===== config.mk =====
export PLATFORM = sky130hd
export DESIGN_NAME = trap_entry_seq
export DESIGN_NICKNAME = d
export VERILOG_FILES = /design/src/rtl/trap_entry_pkg.sv /design/src/rtl/trap_entry_win.sv /design/src/rtl/trap_entry_ctrl.sv /design/src/rtl/trap_entry_dp.sv /design/src/rtl/trap_entry_seq.sv
export SDC_FILE = /design/constraint.sdc
export NUM_CORES = 1
export LEC_CHECK = 0
export BUFFER_PORTS_ARGS = -buffer_cell sky130_fd_sc_hd__clkbuf_2
export CORE_ASPECT_RATIO = 1.25
export CORE_MARGIN = 1
export CORE_UTILIZATION = 45
export CTS_CLUSTER_SIZE = 14
export DETAILED_ROUTE_END_ITERATION = 6
export PLACE_DENSITY = 0.74
export SLEW_MARGIN = 25
export SYNTH_ARGS = -nofsm -noshare
export SYNTH_HDL_FRONTEND = slang
export SYNTH_SLANG_ARGS = --single-unit

===== constraint.sdc =====
create_clock -name clk -period 40.6 [get_ports clk]
set_input_delay 4.06 -clock clk [delete_from_list [all_inputs] [get_ports clk]]
set_output_delay 4.06 -clock clk [all_outputs]
set_load 0.1 [all_outputs]

===== src/rtl/trap_entry_pkg.sv =====
package trap_entry_pkg;
  localparam int TT_W   = 9;
  localparam int ALTG_B = 0;
  localparam int MMUG_B = 1;
  localparam int PRIV_B = 3;
  localparam int FPEN_B = 4;
  localparam int RED_B  = 5;

  typedef enum logic [1:0] {
    WIN_KEEP  = 2'd0,
    WIN_CLEAN = 2'd1,
    WIN_SPILL = 2'd2,
    WIN_FILL  = 2'd3
  } win_op_e;

  typedef struct packed {
    logic    commit;
    logic    setRed;
    logic    mmuGrp;
    logic    nested;
    win_op_e winOp;
  } ctrl_strobe_t;
endpackage


===== src/rtl/trap_entry_win.sv =====
module trap_entry_win
  import trap_entry_pkg::*;
#(
  parameter int WIN_W = 5
) (
  input  win_op_e          winOp,
  input  logic [WIN_W-1:0] cwpIn,
  input  logic [WIN_W-1:0] cansaveIn,
  input  logic [WIN_W-1:0] nWin,
  output logic [WIN_W-1:0] cwpNext
);
  localparam int EW = WIN_W + 2;

  logic [EW-1:0] nExt, cExt, sExt;
  logic [EW-1:0] cleanVal, fillRaw, fillVal;
  logic [EW-1:0] spillRaw, spillOne, spillTwo;

  assign nExt = EW'(nWin);
  assign cExt = EW'(cwpIn);
  assign sExt = EW'(cansaveIn);

  always_comb begin
    cleanVal = (cExt == '0) ? nExt - EW'(1) : cExt - EW'(1);
    fillRaw  = cExt + EW'(1);
    fillVal  = (fillRaw >= nExt) ? fillRaw - nExt : fillRaw;
    spillRaw = cExt + (nExt << 1) - (sExt + EW'(2));
    spillOne = (spillRaw >= nExt) ? spillRaw - nExt : spillRaw;
    spillTwo = (spillOne >= nExt) ? spillOne - nExt : spillOne;
    unique case (winOp)
      WIN_CLEAN: cwpNext = cleanVal[WIN_W-1:0];
      WIN_SPILL: cwpNext = spillTwo[WIN_W-1:0];
      WIN_FILL:  cwpNext = fillVal[WIN_W-1:0];
      default:   cwpNext = cwpIn;
    endcase
  end
endmodule


===== src/rtl/trap_entry_ctrl.sv =====
module trap_entry_ctrl
  import trap_entry_pkg::*;
#(
  parameter int DEPTH = 8,
  localparam int TL_W = $clog2(DEPTH)
) (
  input  logic            clk,
  input  logic            rstN,
  input  logic            trapReq,
  input  logic [TT_W-1:0] trapType,
  input  logic [TL_W-1:0] maxLevel,
  output ctrl_strobe_t    strobe,
  output logic [TL_W-1:0] newTl,
  output logic [TL_W-1:0] trapLevel,
  output logic            errState,
  output logic            done
);
  logic [TL_W-1:0] levelQ;
  logic            errQ, doneQ;
  logic            atLimit, isMmu, isClean, isSpill, isFill;
  logic [TL_W:0]   nextWide;

  always_comb begin
    atLimit  = levelQ >= maxLevel;
    nextWide = {1'b0, levelQ} + (TL_W+1)'(1);
    isMmu    = (trapType[TT_W-1:4] == 5'h06) && (trapType[3:2] != 2'b00);
    isClean  = trapType == 9'h024;
    isSpill  = (trapType & 9'h1C0) == 9'h080;
    isFill   = (trapType & 9'h1C0) == 9'h0C0;

    strobe.commit = trapReq && !errQ && !atLimit;
    strobe.setRed = nextWide == {1'b0, maxLevel};
    strobe.mmuGrp = isMmu;
    strobe.nested = nextWide > (TL_W+1)'(1);
    if (isClean)      strobe.winOp = WIN_CLEAN;
    else if (isSpill) strobe.winOp = WIN_SPILL;
    else if (isFill)  strobe.winOp = WIN_FILL;
    else              strobe.winOp = WIN_KEEP;
  end

  assign newTl = nextWide[TL_W-1:0];

  always_ff @(posedge clk) begin
    if (!rstN) begin
      levelQ <= '0;
      errQ   <= 1'b0;
      doneQ  <= 1'b0;
    end else begin
      doneQ <= strobe.commit;
      if (strobe.commit) levelQ <= newTl;
      if (trapReq && !errQ && atLimit) errQ <= 1'b1;
    end
  end

  assign trapLevel = levelQ;
  assign errState  = errQ;
  assign done      = doneQ;
endmodule


===== src/rtl/trap_entry_dp.sv =====
module trap_entry_dp
  import trap_entry_pkg::*;
#(
  parameter int ADDR_W = 64,
  parameter int STAT_W = 12,
  parameter int WIN_W  = 5,
  parameter int DEPTH  = 8,
  localparam int TL_W  = $clog2(DEPTH)
) (
  input  logic              clk,
  input  logic              rstN,
  input  ctrl_strobe_t      strobe,
  input  logic [TL_W-1:0]   newTl,
  input  logic [TT_W-1:0]   trapType,
  input  logic [ADDR_W-1:0] pcIn,
  input  logic [ADDR_W-1:0] npcIn,
  input  logic [STAT_W-1:0] statusIn,
  input  logic [ADDR_W-1:0] tbaIn,
  input  logic [ADDR_W-1:0] htbaIn,
  input  logic              hyperMode,
  input  logic [WIN_W-1:0]  cwpNext,
  input  logic [TL_W-1:0]   rdIdx,
  output logic [ADDR_W-1:0] pcOut,
  output logic [ADDR_W-1:0] npcOut,
  output logic [STAT_W-1:0] statusOut,
  output logic [WIN_W-1:0]  cwpOut,
  output logic [ADDR_W-1:0] rdPc,
  output logic [ADDR_W-1:0] rdNpc,
  output logic [STAT_W-1:0] rdStatus,
  output logic [TT_W-1:0]   rdType
);
  localparam logic [ADDR_W-1:0] T_MASK  = ~ADDR_W'(64'h7FFF);
  localparam logic [ADDR_W-1:0] H_MASK  = ~ADDR_W'(64'h3FFF);
  localparam logic [ADDR_W-1:0] NEST_B  = ADDR_W'(64'h4000);

  logic [ADDR_W-1:0] stkPc     [DEPTH];
  logic [ADDR_W-1:0] stkNpc    [DEPTH];
  logic [STAT_W-1:0] stkStatus [DEPTH];
  logic [TT_W-1:0]   stkType   [DEPTH];

  logic [ADDR_W-1:0] vecOff, vecBase, pcNew;
  logic [STAT_W-1:0] statusNew;

  always_comb begin
    vecOff  = ADDR_W'({trapType, 5'b0});
    vecBase = hyperMode ? (htbaIn & H_MASK)
                        : ((tbaIn & T_MASK) | (strobe.nested ? NEST_B : '0));
    pcNew   = vecBase | vecOff;
    statusNew = '0;
    statusNew[PRIV_B] = 1'b1;
    statusNew[FPEN_B] = 1'b1;
    statusNew[RED_B]  = strobe.setRed;
    if (strobe.mmuGrp) statusNew[MMUG_B] = 1'b1;
    else               statusNew[ALTG_B] = 1'b1;
  end

  always_ff @(posedge clk) begin
    if (!rstN) begin
      pcOut     <= '0;
      npcOut    <= '0;
      statusOut <= '0;
      cwpOut    <= '0;
    end else if (strobe.commit) begin
      pcOut     <= pcNew;
      npcOut    <= pcNew + ADDR_W'(4);
      statusOut <= statusNew;
      cwpOut    <= cwpNext;
    end
  end

  always_ff @(posedge clk) begin
    if (strobe.commit) begin
      stkPc[newTl]     <= pcIn;
      stkNpc[newTl]    <= npcIn;
      stkStatus[newTl] <= statusIn;
      stkType[newTl]   <= trapType;
    end
  end

  assign rdPc     = stkPc[rdIdx];
  assign rdNpc    = stkNpc[rdIdx];
  assign rdStatus = stkStatus[rdIdx];
  assign rdType   = stkType[rdIdx];
endmodule


===== src/rtl/trap_entry_seq.sv =====
module trap_entry_seq
  import trap_entry_pkg::*;
#(
  parameter int ADDR_W = 64,
  parameter int STAT_W = 12,
  parameter int WIN_W  = 5,
  parameter int DEPTH  = 8,
  localparam int TL_W  = $clog2(DEPTH)
) (
  input  logic              clk,
  input  logic              rstN,
  input  logic              trapReq,
  input  logic [8:0]        trapType,
  input  logic [ADDR_W-1:0] pcIn,
  input  logic [ADDR_W-1:0] npcIn,
  input  logic [STAT_W-1:0] statusIn,
  input  logic [ADDR_W-1:0] tbaIn,
  input  logic [ADDR_W-1:0] htbaIn,
  input  logic [TL_W-1:0]   maxLevel,
  input  logic [WIN_W-1:0]  cwpIn,
  input  logic [WIN_W-1:0]  cansaveIn,
  input  logic [WIN_W-1:0]  nWin,
  input  logic              hyperMode,
  input  logic [TL_W-1:0]   rdIdx,
  output logic [ADDR_W-1:0] pcOut,
  output logic [ADDR_W-1:0] npcOut,
  output logic [STAT_W-1:0] statusOut,
  output logic [WIN_W-1:0]  cwpOut,
  output logic [TL_W-1:0]   trapLevel,
  output logic              errState,
  output logic              done,
  output logic [ADDR_W-1:0] rdPc,
  output logic [ADDR_W-1:0] rdNpc,
  output logic [STAT_W-1:0] rdStatus,
  output logic [8:0]        rdType
);
  ctrl_strobe_t    strobe;
  logic [TL_W-1:0] newTl;
  logic [WIN_W-1:0] cwpNext;

  trap_entry_ctrl #(.DEPTH(DEPTH)) u_ctrl (
    .clk(clk), .rstN(rstN), .trapReq(trapReq), .trapType(trapType),
    .maxLevel(maxLevel), .strobe(strobe), .newTl(newTl),
    .trapLevel(trapLevel), .errState(errState), .done(done)
  );

  trap_entry_win #(.WIN_W(WIN_W)) u_win (
    .winOp(strobe.winOp), .cwpIn(cwpIn), .cansaveIn(cansaveIn),
    .nWin(nWin), .cwpNext(cwpNext)
  );

  trap_entry_dp #(
    .ADDR_W(ADDR_W), .STAT_W(STAT_W), .WIN_W(WIN_W), .DEPTH(DEPTH)
  ) u_dp (
    .clk(clk), .rstN(rstN), .strobe(strobe), .newTl(newTl),
    .trapType(trapType), .pcIn(pcIn), .npcIn(npcIn), .statusIn(statusIn),
    .tbaIn(tbaIn), .htbaIn(htbaIn), .hyperMode(hyperMode),
    .cwpNext(cwpNext), .rdIdx(rdIdx), .pcOut(pcOut), .npcOut(npcOut),
    .statusOut(statusOut), .cwpOut(cwpOut), .rdPc(rdPc), .rdNpc(rdNpc),
    .rdStatus(rdStatus), .rdType(rdType)
  );
endmodule


==> results.md <==
Floorplan:
- The count of standard-cell rows is 136.
- 601 I/O pins were placed.
- The die is 375 um tall.
- The die footprint is 113,000 sq um.
- The core outline area is 110,000 sq um.
- The initial cell density of the core is 45.5%.
- The x dimension of the die is 300 um.

Cells and area:
- In the final design database the tool counted 3,220 nets.
- The synthesis-to-finish area growth is 15.6%.
- Fill cells in the final layout number 8,430.
- Registers take 37,300 sq um.
- The multi-input logic area is 11,800 sq um.
- The share of cells above drive strength 1 is 41.0%.

Global route:
- The met2 track demand over resource in global routing is 36.0%.
- The met3 track demand over resource is 3.05%.
- The first global-routing pass estimated 166 mm of wire.
- The combined global-route utilization of all metal layers is 20.2%.
- The number of antenna violations at the first check in global routing is 16.
- The overall overflow remaining after global route is 0.
- The maximum number of pins on one net before global-route repair is 119.
- The global-route layer with the greatest usage is met2.
- For this run, global-route usage on met1 was measured as 24.3%.
- The via count of the first global-routing pass is 25,300.

CTS:
- The number of buffers created by CTS is 118.
- The clock insertion delay at the later pin of the skew report is 0.73 ns.
- The clock tree synthesis step divided the H-tree into 3 levels.
- Gates resized during post-CTS repair numbered 0.
- The post-CTS setup buffer count is 0.
- The clock passes through at most 3 buffers.
- The count of clock tree sinks is 1,265.
- After clock tree synthesis, the clock-pin slew on the worst setup and hold paths is 0.06 ns.
- The cell at the root of the clock tree is sky130_fd_sc_hd__clkbuf_16.
- The clock tree from TritonCTS is built.
- The number of hold buffers added after CTS was 0.

Routing:
- In the routed design, unresolved DRC markers number 0.
- The detailed-route vias per instance is 5.55.
- After the first detailed-routing iteration, the DRC count stood at 1,873.
- Summing over every cut layer, the via total after detailed routing is 24,700.
- For this block, the routed nets add up to 114 mm of wire.
- The routed length per instance is 25.7 um.
- The number of nets still failing antenna checks after routing is 0.
- The number of search-and-repair iterations in the first detailed-routing pass is 5.

Worst setup path:
- The worst-path maximum fanout is 107.
- The kind of end point of the critical path is an output port.
- The kind of launch point of the worst setup path is an input port.
- The arrival time of the worst setup path is 7.63 ns.
- The critical path data required time is 36.54 ns.
- The kind of critical path is in2out.

Placement:
- The congestion estimate from routability-driven global placement came to 0.895.
- The count of input and output buffers is 555.
- The post-detailed-placement half-perimeter wirelength is 66.7 mm.
- Before CTS, the worst setup slack after placement is 28.65 ns.

STA:
- The total setup violations reported at the end of the flow is 0.
- The number of max-slew violations in the final report is 0.
- After layout, the worst path uses 28.8% of the clock period.
- The setup skew after layout is 0.0373 ns.
- For the final routed database, the setup TNS stands at 0 ns.
- For the pin with the worst max-slew slack, the measured transition is 1.21 ns.
- On the final layout, the worst hold slack is 0.482 ns.
- The slack of the critical path is 28.91 ns.
- The upper clock frequency limit is 85.5 MHz.
- Headroom to the max-slew limit came out at 19.5%.
- Setup repair after global routing left no endpoint under its margin.
- The total count of hold-check failures in the final report is 0.
- The time the final worst path needs with I/O delays and setup is 11.69 ns.

Power and ir drop:
- The total power per unit cell area is 54.0 nW/um^2.
- The reported leakage power is 20.3 nW.
- The worst-case IR drop observed on VDD is 0.0000413 V.

Synthesis:
- The post-synthesis cell area is 50,100 sq um.
- The synthesized area per cell is 21.3 sq um.
- The fraction of registers with async set/reset is 0%.
- The number of enable-type register cells in the synthesized netlist is 1,192.
- The post-synthesis instance total is 2,352.
- The synthesized netlist contains 66 unique library cells.
- Sequential elements use 74.4% of the synthesized area.
- Among all flip-flop cells after synthesis, the most frequent one is sky130_fd_sc_hd__edfxtp_1.
- After synthesis the netlist holds a flip-flop and latch count of 1,265.
- The number of warnings reported in the yosys synthesis log is 0.

Job:
- The total of max-cap violations is 0.

Status:
- The flow ran to the end, and the final reports show no timing, DRC or antenna violations.

Min path:
- The tightest min-delay check is of the reg2reg type.
metal layers:
layer | share of wire [%] | up-vias | wire length [um]
li1 | - | 10700 | -
met5 | 0.021 | - | 24
met4 | 3.5 | 4 | 3990
met3 | 5.7 | 185 | 6510
met1 | 38 | 12900 | 42900
met2 | 53 | 909 | 60600
final timing paths:
path / start / end / slack (ns) / cells past startpoint
worst min register to register: u_dp.statusOut[1]$_SDFFE_PN0P_ / u_dp.statusOut[1]$_SDFFE_PN0P_ / 0.48 / 2
worst max register to register: u_ctrl.trapLevel[0]$_SDFFE_PN0P_ / u_dp.stkNpc[6][51]$_DFFE_PP_ / 35.07 / 11
worst max-delay path: rdIdx[1] / rdType[8] / 28.91 / 6
worst min-delay path: u_dp.statusOut[1]$_SDFFE_PN0P_ / u_dp.statusOut[1]$_SDFFE_PN0P_ / 0.48 / 2
synthesized netlist by cell type, types with 3 or more instances:
cell | number | area [sq um]
sky130_fd_sc_hd__edfxtp_1 | 1192 | 35800
sky130_fd_sc_hd__mux4_2 | 298 | 6710
sky130_fd_sc_hd__mux2_2 | 150 | 1690
sky130_fd_sc_hd__nand2_1 | 87 | 327
sky130_fd_sc_hd__buf_4 | 77 | 578
sky130_fd_sc_hd__dfxtp_1 | 73 | 1460
sky130_fd_sc_hd__mux2i_1 | 58 | 581
sky130_fd_sc_hd__clkbuf_1 | 55 | 206
sky130_fd_sc_hd__o211a_1 | 53 | 531
sky130_fd_sc_hd__buf_2 | 34 | 170
sky130_fd_sc_hd__ha_1 | 31 | 388
sky130_fd_sc_hd__inv_1 | 31 | 116
sky130_fd_sc_hd__buf_1 | 28 | 105
sky130_fd_sc_hd__a21oi_1 | 20 | 100
sky130_fd_sc_hd__xnor2_1 | 17 | 149
sky130_fd_sc_hd__nor2_1 | 13 | 48.8
sky130_fd_sc_hd__a21boi_1 | 12 | 90.1
sky130_fd_sc_hd__nand3_1 | 9 | 45.0
sky130_fd_sc_hd__xor2_1 | 9 | 78.8
sky130_fd_sc_hd__fa_1 | 8 | 160
sky130_fd_sc_hd__a21o_1 | 7 | 52.6
sky130_fd_sc_hd__o21ai_1 | 7 | 35.0
sky130_fd_sc_hd__nor3_1 | 6 | 30.0
sky130_fd_sc_hd__nand2b_1 | 5 | 31.3
sky130_fd_sc_hd__nor2b_1 | 5 | 31.3
sky130_fd_sc_hd__o21a_1 | 5 | 37.5
sky130_fd_sc_hd__nor4_1 | 4 | 25.0
sky130_fd_sc_hd__or3_1 | 4 | 25.0
sky130_fd_sc_hd__a31oi_1 | 3 | 18.8
sky130_fd_sc_hd__and2_1 | 3 | 18.8
sky130_fd_sc_hd__and3_1 | 3 | 18.8
sky130_fd_sc_hd__o2111ai_1 | 3 | 26.3
layout by cell type, fill, tap and decap left out, drive strengths merged, types with 5 or more instances in the layout:
master    netlist  layout
xnor2          17      17
clkinvlp        0       5
a21o            7       7
diode           0      16
bufinv          0      10
inv            32      42
conb            1      16
dfxtp          73      73
nor3            6       6
nor2b           5       5
o21ai          11      11
nand3           9       9
nand2          87      87
mux2          154     154
o211a          54      54
a21boi         12      12
nand2b          5       5
buf           139      35
clkinv          1      40
xor2            9       9
mux2i          58      58
clkbuf         55     703
fa              8       8
ha             31      31
edfxtp       1192    1192
mux4          298     298
nor2           13      13
a21oi          20      20
o21a            5       5
logic make-up after synthesis:
logic type	Yosys count	synth area share, %
flops	1265	74.4
mux	510	18.0
buf+inv	227	2.36
simple gates	152	1.47
compound gates	132	2.20
fa+ha+maj	39	1.09
xor+xnor	26	0.455
other cells	1	0.00749
flip-flops by register name (all words and copies together) (netlist names):
register / count
u_dp.stkStatus: 96
u_dp.stkNpc: 512
u_ctrl.done: 1
u_dp.npcOut: 1
u_ctrl.errState: 1
u_dp.stkPc: 512
u_dp.pcOut: 58
u_dp.statusOut: 4
u_dp.stkType: 72
u_dp.cwpOut: 5
u_ctrl.trapLevel: 3
where the power goes:
| group | switching (W) | leakage (nW) | internal [W] | total [W] |
|---|---|---|---|---|
| combinational | 0.000408 | 7.07 | 0.000130 | 0.000539 |
| sequential | 0.0000186 | 11.4 | 0.00149 | 0.00151 |
| clock | 0.000468 | 1.82 | 0.000607 | 0.00107 |
| total | 0.000895 | 20.3 | 0.00223 | 0.00312 |
cell type report:
| class | instances | area share (%) |
|---|---|---|
| sequential | 1265 | 64.3 |
| multi-input combinational | 875 | 20.3 |
| timing repair buffer | 586 | 5.42 |
| clock buffer | 152 | 5.39 |
| tap | 1449 | 3.13 |
| clock inverter | 64 | 1.11 |
| inverter | 33 | 0.214 |
| antenna | 16 | 0.0692 |
critical path: stages:
cell	delay, ns
sky130_fd_sc_hd__buf_8	0.61
sky130_fd_sc_hd__buf_4	0.86
sky130_fd_sc_hd__buf_4	0.84
sky130_fd_sc_hd__mux4_2	0.41
sky130_fd_sc_hd__mux2_2	0.28
sky130_fd_sc_hd__clkbuf_2	0.41
per-stage QoR:
step | cells | power, W | instance area [sq um] | utilization, %
detailed placement | 4208 | 0.00208 | 54100 | 49.1
global route | 4435 | 0.00322 | 57900 | 52.6
global placement | 4208 | 0.00207 | 54100 | 49.1
CTS | 4424 | 0.00315 | 57900 | 52.6
finish | 4440 | 0.00312 | 57900 | 52.6
floorplan | 2367 | 0.00199 | 50100 | -
Note: power is estimated with default switching activity, not from simulation.
